`src/rtl/lcp_pkg.sv`:
```
package lcp_pkg;

    typedef enum logic [1:0] {
        ST_RUN = 2'd0,
        ST_OVC = 2'd1,
        ST_SLP = 2'd2,
        ST_WAK = 2'd3
    } lcp_state_e;

    // per-sample or per-period condition summary
    typedef struct packed {
        logic any_hi;    // some cell above overcharge trip
        logic any_band;  // some cell above overcharge release
        logic any_low;   // some cell below undercharge trip
        logic all_ok;    // every cell above undercharge release
    } lcp_agg_t;

    localparam lcp_agg_t AGG_IDLE = '{any_hi: 1'b0, any_band: 1'b0,
                                      any_low: 1'b0, all_ok: 1'b1};

endpackage

```
`src/rtl/lcp_scan.sv`:
```
module lcp_scan
    import lcp_pkg::*;
#(
    parameter int MAX_CELLS = 4,
    parameter int SEL_W     = $clog2(MAX_CELLS)
) (
    input  logic             clk,
    input  logic             rst,
    input  logic             tick,
    input  logic             run,
    input  logic             restart,
    input  logic             three_cell,
    input  lcp_agg_t         cur,
    output logic [SEL_W-1:0] cell_sel,
    output logic             period_end,
    output lcp_agg_t         agg
);
    localparam logic [SEL_W-1:0] LAST_FULL  = SEL_W'(MAX_CELLS - 1);
    localparam logic [SEL_W-1:0] LAST_SHORT = SEL_W'(MAX_CELLS - 2);

    typedef struct packed {
        logic [SEL_W-1:0] sel;
        lcp_agg_t         acc;
    } scan_t;

    scan_t            s_d, s_q;
    logic [SEL_W-1:0] last_sel;

    always_comb begin
        last_sel     = three_cell ? LAST_SHORT : LAST_FULL;
        agg.any_hi   = s_q.acc.any_hi   | cur.any_hi;
        agg.any_band = s_q.acc.any_band | cur.any_band;
        agg.any_low  = s_q.acc.any_low  | cur.any_low;
        agg.all_ok   = s_q.acc.all_ok   & cur.all_ok;
        period_end   = tick && run && (s_q.sel >= last_sel);

        s_d = s_q;
        if (restart) begin
            s_d.sel = '0;
            s_d.acc = AGG_IDLE;
        end else if (tick && run) begin
            if (period_end) begin
                s_d.sel = '0;
                s_d.acc = AGG_IDLE;
            end else begin
                s_d.sel = s_q.sel + 1'b1;
                s_d.acc = agg;
            end
        end
    end

    always_ff @(posedge clk) begin
        if (rst) begin
            s_q.sel <= '0;
            s_q.acc <= AGG_IDLE;
        end else begin
            s_q <= s_d;
        end
    end

    assign cell_sel = s_q.sel;

endmodule

```
`src/rtl/lcp_delay.sv`:
```
module lcp_delay #(
    parameter int DELAY = 2,
    localparam int CW   = $clog2(DELAY + 1)
) (
    input  logic clk,
    input  logic rst,
    input  logic clear,
    input  logic step,
    input  logic hit,
    output logic fire
);
    localparam logic [CW-1:0] LIMIT = CW'(DELAY);
    localparam logic [CW-1:0] PRE   = CW'(DELAY - 1);

    typedef struct packed {
        logic [CW-1:0] cnt;
    } dly_t;

    dly_t d_d, d_q;

    always_comb begin
        d_d  = d_q;
        fire = 1'b0;
        if (clear) begin
            d_d.cnt = '0;
        end else if (step) begin
            if (hit) begin
                fire = (d_q.cnt == PRE);
                if (d_q.cnt != LIMIT) d_d.cnt = d_q.cnt + 1'b1;
            end else begin
                d_d.cnt = '0;
            end
        end
    end

    always_ff @(posedge clk) begin
        if (rst) d_q.cnt <= '0;
        else     d_q <= d_d;
    end

endmodule

```
`src/rtl/lcp_guard.sv`:
```
module lcp_guard
    import lcp_pkg::*;
#(
    parameter int MAX_CELLS     = 4,
    parameter int DELAY_PERIODS = 2,
    localparam int SEL_W        = $clog2(MAX_CELLS)
) (
    input  logic             clk,
    input  logic             rst,
    input  logic             tick,
    input  logic             three_cell,
    input  logic             ov_set_hi,
    input  logic             ov_rel_hi,
    input  logic             uv_set_lo,
    input  logic             uv_rel_ok,
    input  logic             tap_open,
    input  logic             dsg_sense,
    input  logic             chg_allow,
    input  logic             wake,
    output logic [SEL_W-1:0] cell_sel,
    output logic             chg_en,
    output logic             dsg_en,
    output logic [1:0]       state
);
    typedef struct packed {
        lcp_state_e st;
    } ctl_t;

    ctl_t     c_d, c_q;
    lcp_agg_t sample, agg;
    logic     period_end, run, restart;
    logic     uv_clear, ov_clear, uv_fire, ov_fire;

    // a broken tap reads as a cell above both overcharge levels
    assign sample = '{any_hi:   ov_set_hi | tap_open,
                      any_band: ov_set_hi | ov_rel_hi | tap_open,
                      any_low:  uv_set_lo,
                      all_ok:   uv_rel_ok};

    assign run      = (c_q.st != ST_SLP);
    assign restart  = (c_q.st == ST_SLP) && wake;
    assign uv_clear = (c_q.st == ST_SLP) || (c_q.st == ST_WAK);
    assign ov_clear = (c_q.st != ST_RUN);

    lcp_scan #(.MAX_CELLS(MAX_CELLS), .SEL_W(SEL_W)) u_scan (
        .clk       (clk),
        .rst       (rst),
        .tick      (tick),
        .run       (run),
        .restart   (restart),
        .three_cell(three_cell),
        .cur       (sample),
        .cell_sel  (cell_sel),
        .period_end(period_end),
        .agg       (agg)
    );

    lcp_delay #(.DELAY(DELAY_PERIODS)) u_uv_dly (
        .clk  (clk),
        .rst  (rst),
        .clear(uv_clear),
        .step (period_end),
        .hit  (agg.any_low),
        .fire (uv_fire)
    );

    lcp_delay #(.DELAY(DELAY_PERIODS)) u_ov_dly (
        .clk  (clk),
        .rst  (rst),
        .clear(ov_clear),
        .step (period_end),
        .hit  (agg.any_hi),
        .fire (ov_fire)
    );

    always_comb begin
        c_d = c_q;
        unique case (c_q.st)
            ST_RUN: begin
                if (uv_fire)      c_d.st = ST_SLP;
                else if (ov_fire) c_d.st = ST_OVC;
            end
            ST_OVC: begin
                if (uv_fire)                         c_d.st = ST_SLP;
                else if (period_end && !agg.any_band) c_d.st = ST_RUN;
            end
            ST_SLP: begin
                if (wake) c_d.st = ST_WAK;
            end
            ST_WAK: begin
                if (period_end) c_d.st = agg.all_ok ? ST_RUN : ST_SLP;
            end
            default: c_d.st = ST_RUN;
        endcase

        dsg_en = (c_q.st != ST_SLP);
        unique case (c_q.st)
            ST_RUN, ST_WAK: chg_en = chg_allow;
            ST_OVC:         chg_en = chg_allow && dsg_sense;
            default:        chg_en = 1'b0;
        endcase
    end

    always_ff @(posedge clk) begin
        if (rst) c_q.st <= ST_RUN;
        else     c_q <= c_d;
    end

    assign state = c_q.st;

endmodule

```
`config.mk`:
```
export PLATFORM = sky130hd
export DESIGN_NAME = lcp_guard
export DESIGN_NICKNAME = d
export VERILOG_FILES = /design/src/rtl/lcp_pkg.sv /design/src/rtl/lcp_scan.sv /design/src/rtl/lcp_delay.sv /design/src/rtl/lcp_guard.sv
export SDC_FILE = /design/constraint.sdc
export NUM_CORES = 1
export LEC_CHECK = 0
export ABC_AREA = 1
export BUFFER_PORTS_ARGS = -buffer_cell sky130_fd_sc_hd__buf_2
export CAP_MARGIN = 10
export CORE_ASPECT_RATIO = 1.2
export CORE_MARGIN = 4
export CORE_UTILIZATION = 50
export CTS_CLUSTER_SIZE = 28
export DETAILED_ROUTE_END_ITERATION = 6
export GPL_TIMING_DRIVEN = 0
export MAX_ROUTING_LAYER = met4
export PLACE_DENSITY = 0.74
export SLEW_MARGIN = 10
export SYNTH_ARGS = -nofsm -noshare
export SYNTH_HDL_FRONTEND = slang
export SYNTH_SLANG_ARGS = --single-unit
```
`constraint.sdc`:
```
create_clock -name clk -period 4 [get_ports clk]
set_clock_uncertainty 0.2 [all_clocks]
set_input_delay 0.4 -clock clk [delete_from_list [all_inputs] [get_ports clk]]
set_output_delay 0.4 -clock clk [all_outputs]
set_load 0.1 [all_outputs]
```
Yosys cells after proc, flatten, opt, wreduce, memory -nomap -nowiden
Cells that the tools add are included.
{"block": "op_classes", "n_reduce_logical": 16, "eq_ne": 14, "bitwise_logic": 7, "add_sub_neg": 3, "order_cmp": 1, "muxes": 21}
{"op": "$mux 2", "n": 11}
{"op": "$ne 2x2->1 const B", "n": 7}
{"op": "$pmux 2 s4", "n": 1}
{"op": "$reduce_or 2->1", "n": 4}
{"op": "$mux 1", "n": 7}
{"op": "$add 2x1->2 const B", "n": 3}
{"op": "$eq 2x1->1 const B", "n": 3}
{"op": "$mux 6", "n": 1}
{"op": "$ne 3x2->1 const B", "n": 2}
{"op": "$or 1x1->1", "n": 6}
{"op": "$logic_and 1x1->1", "n": 5}
{"op": "$eq 2x2->1 const B", "n": 2}
{"op": "$reduce_and 2->1", "n": 2}
{"op": "$reduce_and 4->1", "n": 1}
{"op": "$ge 2x2->1", "n": 1}
{"op": "$logic_not 2->1", "n": 1}
{"op": "$pmux 1 s2", "n": 1}
{"op": "$reduce_bool 2->1", "n": 1}
{"op": "$and 1x1->1", "n": 1}
{"op": "$logic_not 1->1", "n": 1}
{"op": "$logic_or 1x1->1", "n": 1}
{"block": "word_totals", "word_cells": 70, "output_inout_bits": 6, "reg_bits": 12, "inputBits": 12}

Longest topological paths before layout
{"block": "depth", "depth_word": 8, "mapped_depth": 11, "ltp_nobuf": 11}

Cells and area by module
Synthesis repeated with hierarchy kept, for this count alone.
{"block": "unflattened", "hier_cells": 144, "area_unflattened_um2": 912.1}
{"mod": "lcp_scan", "area_each_um2": 326.6, "seq_area_each_um2": 120.1, "cells_each": 50, "instances": 1}
{"mod": "lcp_delay", "area_each_um2": 157.7, "seq_area_each_um2": 40.0, "cells_each": 22, "instances": 2}
{"mod": "lcp_guard", "area_each_um2": 270.3, "seq_area_each_um2": 40.0, "cells_each": 50, "instances": 1}

Worst setup path after synthesis
No wires, ideal clock.
{"block": "synth_path", "path_type": "reg2out", "from": "register c_q (netlist bit state[0])", "to": "output port chg_en", "stages_incl_launch_ff": 6, "slack_ns": -0.084, "t_arrival_ns": 3.484, "t_required_ns": 3.400, "path_buffers": 0, "path_cell_list": "dfxtp_1 > inv_1 > ha_1 > inv_2 > nand2_1 > a21oi_1"}
{"block": "synth_between", "elab_chain_cells": 3, "elab_cells_between_ends": 5, "classes_between": "2 x eq/ne; 1 x mux; 2 x reduce/logical"}
{"element": "start: declaration", "line_no": "lcp_guard.sv:29", "source": "ctl_t c_d, c_q;"}
{"element": "$eq 2x2->1 or $logic_not 2->1 (tied branches)", "line_no": "lcp_guard.sv:97", "source": "unique case (c_q.st)"}
{"element": "$reduce_or 2->1", "line_no": "lcp_guard.sv:97"}
{"element": "$pmux 1 s2 *", "line_no": "lcp_guard.sv:97"}
{"element": "end: declaration", "line_no": "lcp_guard.sv:21", "source": "output logic chg_en,"}
Mark *: on every way between the ends. The rest lies on a longest branch, timed or not.

Final worst setup path
Same ends and word-level chain as after synthesis.

==> flow_summary.yaml <==
outcome:
  status: "finished, final reports clean"
timing:
  hold_violations: 0
  grt_setup_unrepaired: "false"
  setup_viol: 0
  worst_pin_slew_ns: 0.485
  fin_ws_ns: 1.66
  post-route-min-period_ns: 2.34
  drv_slew: 0
  fmax_mhz: 427
  tns_ns: 0
  relSlewSlack_pct: 67.9
  period_share_pct: 58.6
logic_synthesis:
  ys_warn_count: 0
  synth_compound_area_share_pct: 12.7
  ys_ff_latch: 12
  synth_top_cell_by_area: "dfxtp_1"
  synthTopCellsByCount: "inv_1, nand2_1, nor2_1"
  synth_edf_count: 0
  synth_area_per_cell_um2: 7.04
  synth-main-ff-cell: "dfxtp_1"
  synth_area_leaders: "dfxtp_1, ha_1, inv_1"
  synthXorXnorAreaFrac_pct: 1.05
  yosys.area_share.simple_pct: 30.1
  synth_area_um2: 831
  synth_nets: 140
  synth-seq-area-share_pct: 28.9
  synth_top_area_share_pct: 28.9
  synth_top_family_by_area: "simple AND/OR/NAND/NOR gates"
  synth_cell_type_count: 22
  synth_cells: 118
  synth_mux_area_share_pct: 0
  synthAdderAreaFrac_pct: 15.1
  synth-async-reset-ratio_pct: 0
cts:
  cts_root_buffer: "clkbuf_4"
  clk_pin_slew_ns: 0.08
  htree_levels: 1
  ctsHoldBuffers: 0
  max-clock-path-buffers: 2
  cts.sinks: 12
  clock_latency_ns: 0.28
  cts_tree: "yes"
  post-cts-setup-buffers: 0
  cts_resized: 0
  numCtsBuffers: 3
job:
  maxCapViolCount: 0
placed_design:
  routabilityCongestion: 0.865
  io_buffers: 17
  dp.cells: 152
  dp_hpwl_mm: 1.33
  post-place-ws_ns: 1.95
power:
  power_uw: 636
  p_leak_uw: 0.000485
  vdd_drop_max_uv: 455
  p_per_area_nw_per_um2: 660
global_route:
  grt_usage_pct: 17.9
  grt_overflow: 0
  grt_pass1_wl_mm: 3.04
  antenna_found_initial: 0
  grt_pass1_vias: 790
  grt_max_degree: 8
min_path:
  holdCritStartpoint: "rst"
  holdPathEnd: "u_scan.s_q[0]"
  hold_path_depth: 3
  hold_path_class: "in -> reg"
setup_path:
  worstReg2RegStart: "state[0]"
  rr_worst_depth: 9
  critPathSlowestCell: "buf_2"
  crit_fanout: 5
  cp.arrival_ns: 1.74
  critical_path_class: "reg -> out"
  required_ns: 3.40
  crit_path_end_kind: "output port"
  max_stage_delay_ns: 0.43
  reg2reg_slack_ns: 2.06
  crit_chain: "inv_1 -> ha_1 -> inv_2 -> nand2_1 -> a21oi_2 -> buf_2"
  critPathLaunchType: "register"
  r2r_end: "state[1]"
routing:
  vias: 794
  wire_per_inst_um: 10.6
  dr.pass1.iters: 4
  ant_nets: 0
  avgViaCountPerCell: 5.12
  drt-initial-drc-count: 13
  drc: 0
  routed_wl_mm: 1.65
floorplan:
  dieArea_um2: 2380
  io_pins: 18
  core-area_um2: 1500
  die_x_um: 45.2
  fp.dieH_um: 52.7
  initial_utilization_pct: 55.3
  num_rows: 15
layout:
  finalNonFillerCells: 155
  layout.nets: 162
  syn_to_final_growth_pct: 16.0
  n_antenna_cell: 0
  layout-drive-gt1-share_pct: 23.9
  nFillCells: 156
==> state kept, by name, indices dropped and copies added (netlist names) <==
signal           cells
u_uv_dly.d_q         2
state                2
u_ov_dly.d_q         2
u_scan.cell_sel      2
u_scan.s_q           4
==> layout make-up <==
type                            instances  area, um^2  share of cell area [%]
Tap cell                               17        21.3                    2.21
Buffer                                  2        15.0                    1.56
Timing Repair Buffer                   17        85.1                    8.83
Sequential cell                        12         240                    24.9
Multi-Input combinational cell         81         493                    51.2
Clock buffer                            3        22.5                    2.34
Inverter                               23        86.3                    8.96
==> kinds of logic (layout without fill, tap and decap cells) <==
| family | after synthesis | in the layout |
|---|---|---|
| XOR/XNOR | 1 | 1 |
| AND/OR/NAND/NOR | 52 | 52 |
| adder cells (fa/ha/maj) | 10 | 10 |
| flip-flops | 12 | 12 |
| AO/OA/AOI/OAI | 18 | 18 |
| buffers and inverters | 25 | 45 |
==> placed cells by master, fill, tap and decap left out, types with 2 or more instances in the layout <==
cell type	instances
dfxtp_1	12
buf_4	2
a21oi_2	2
clkbuf_4	3
a21oi_1	9
nand3_1	5
inv_1	22
ha_1	10
buf_2	17
nand2_1	22
nor2_1	15
nand3_2	4
o21ai_0	2
a211oi_1	3
==> worst max path at each step <==
stage	end	slack (ns)	startpoint	cells past startpoint
global route	chg_en	1.52	state[0]	6
floorplan	chg_en	0.52	state[0]	5
global placement	chg_en	1.96	state[0]	6
CTS	chg_en	1.64	state[0]	6
finish	chg_en	1.66	state[0]	6
detailed placement	chg_en	1.95	state[0]	6
==> metal layers <==
layer,part of all wire (%),track usage (%),vias up
met2,45,28.8,20
met3,4.9,3.09,6
met4,3.9,11.7,0
met1,46,19.9,357
li1,-,-,411
met5,0,-,-
==> through the flow <==
| step | cell area [um^2] | utilization, % | hold slack, ns |
|---|---|---|---|
| 3_3_place_gp | 941 | 62.7 | 0.233 |
| 4_1_cts | 963 | 64.2 | 0.157 |
| 6_report | 963 | 64.2 | 0.158 |
| 5_1_grt | 963 | 64.2 | 0.174 |
| 3_5_place_dp | 941 | 62.7 | 0.252 |
| 2_1_floorplan | 835 | - | 0.226 |
==> critical path: cells and delay by family, from the launching register on <==
family	cells	cell delay (ns)
buffers and inverters	3	0.65
DFF	1	0.39
adders and majority gates	1	0.27
AOI/OAI and AO/OA	1	0.09
and+or+nand+nor	1	0.07
==> report_power, final <==
part           switching (uW)  leakage, uW  total [uW]  internal (uW)
sequential               17.7    0.0000984         160            143
clock                    41.6    0.0000138        76.5           34.9
combinational             301     0.000373         400           98.7
total                     360     0.000485         636            276
No activity file was read; power rests on OpenSTA's default activity.
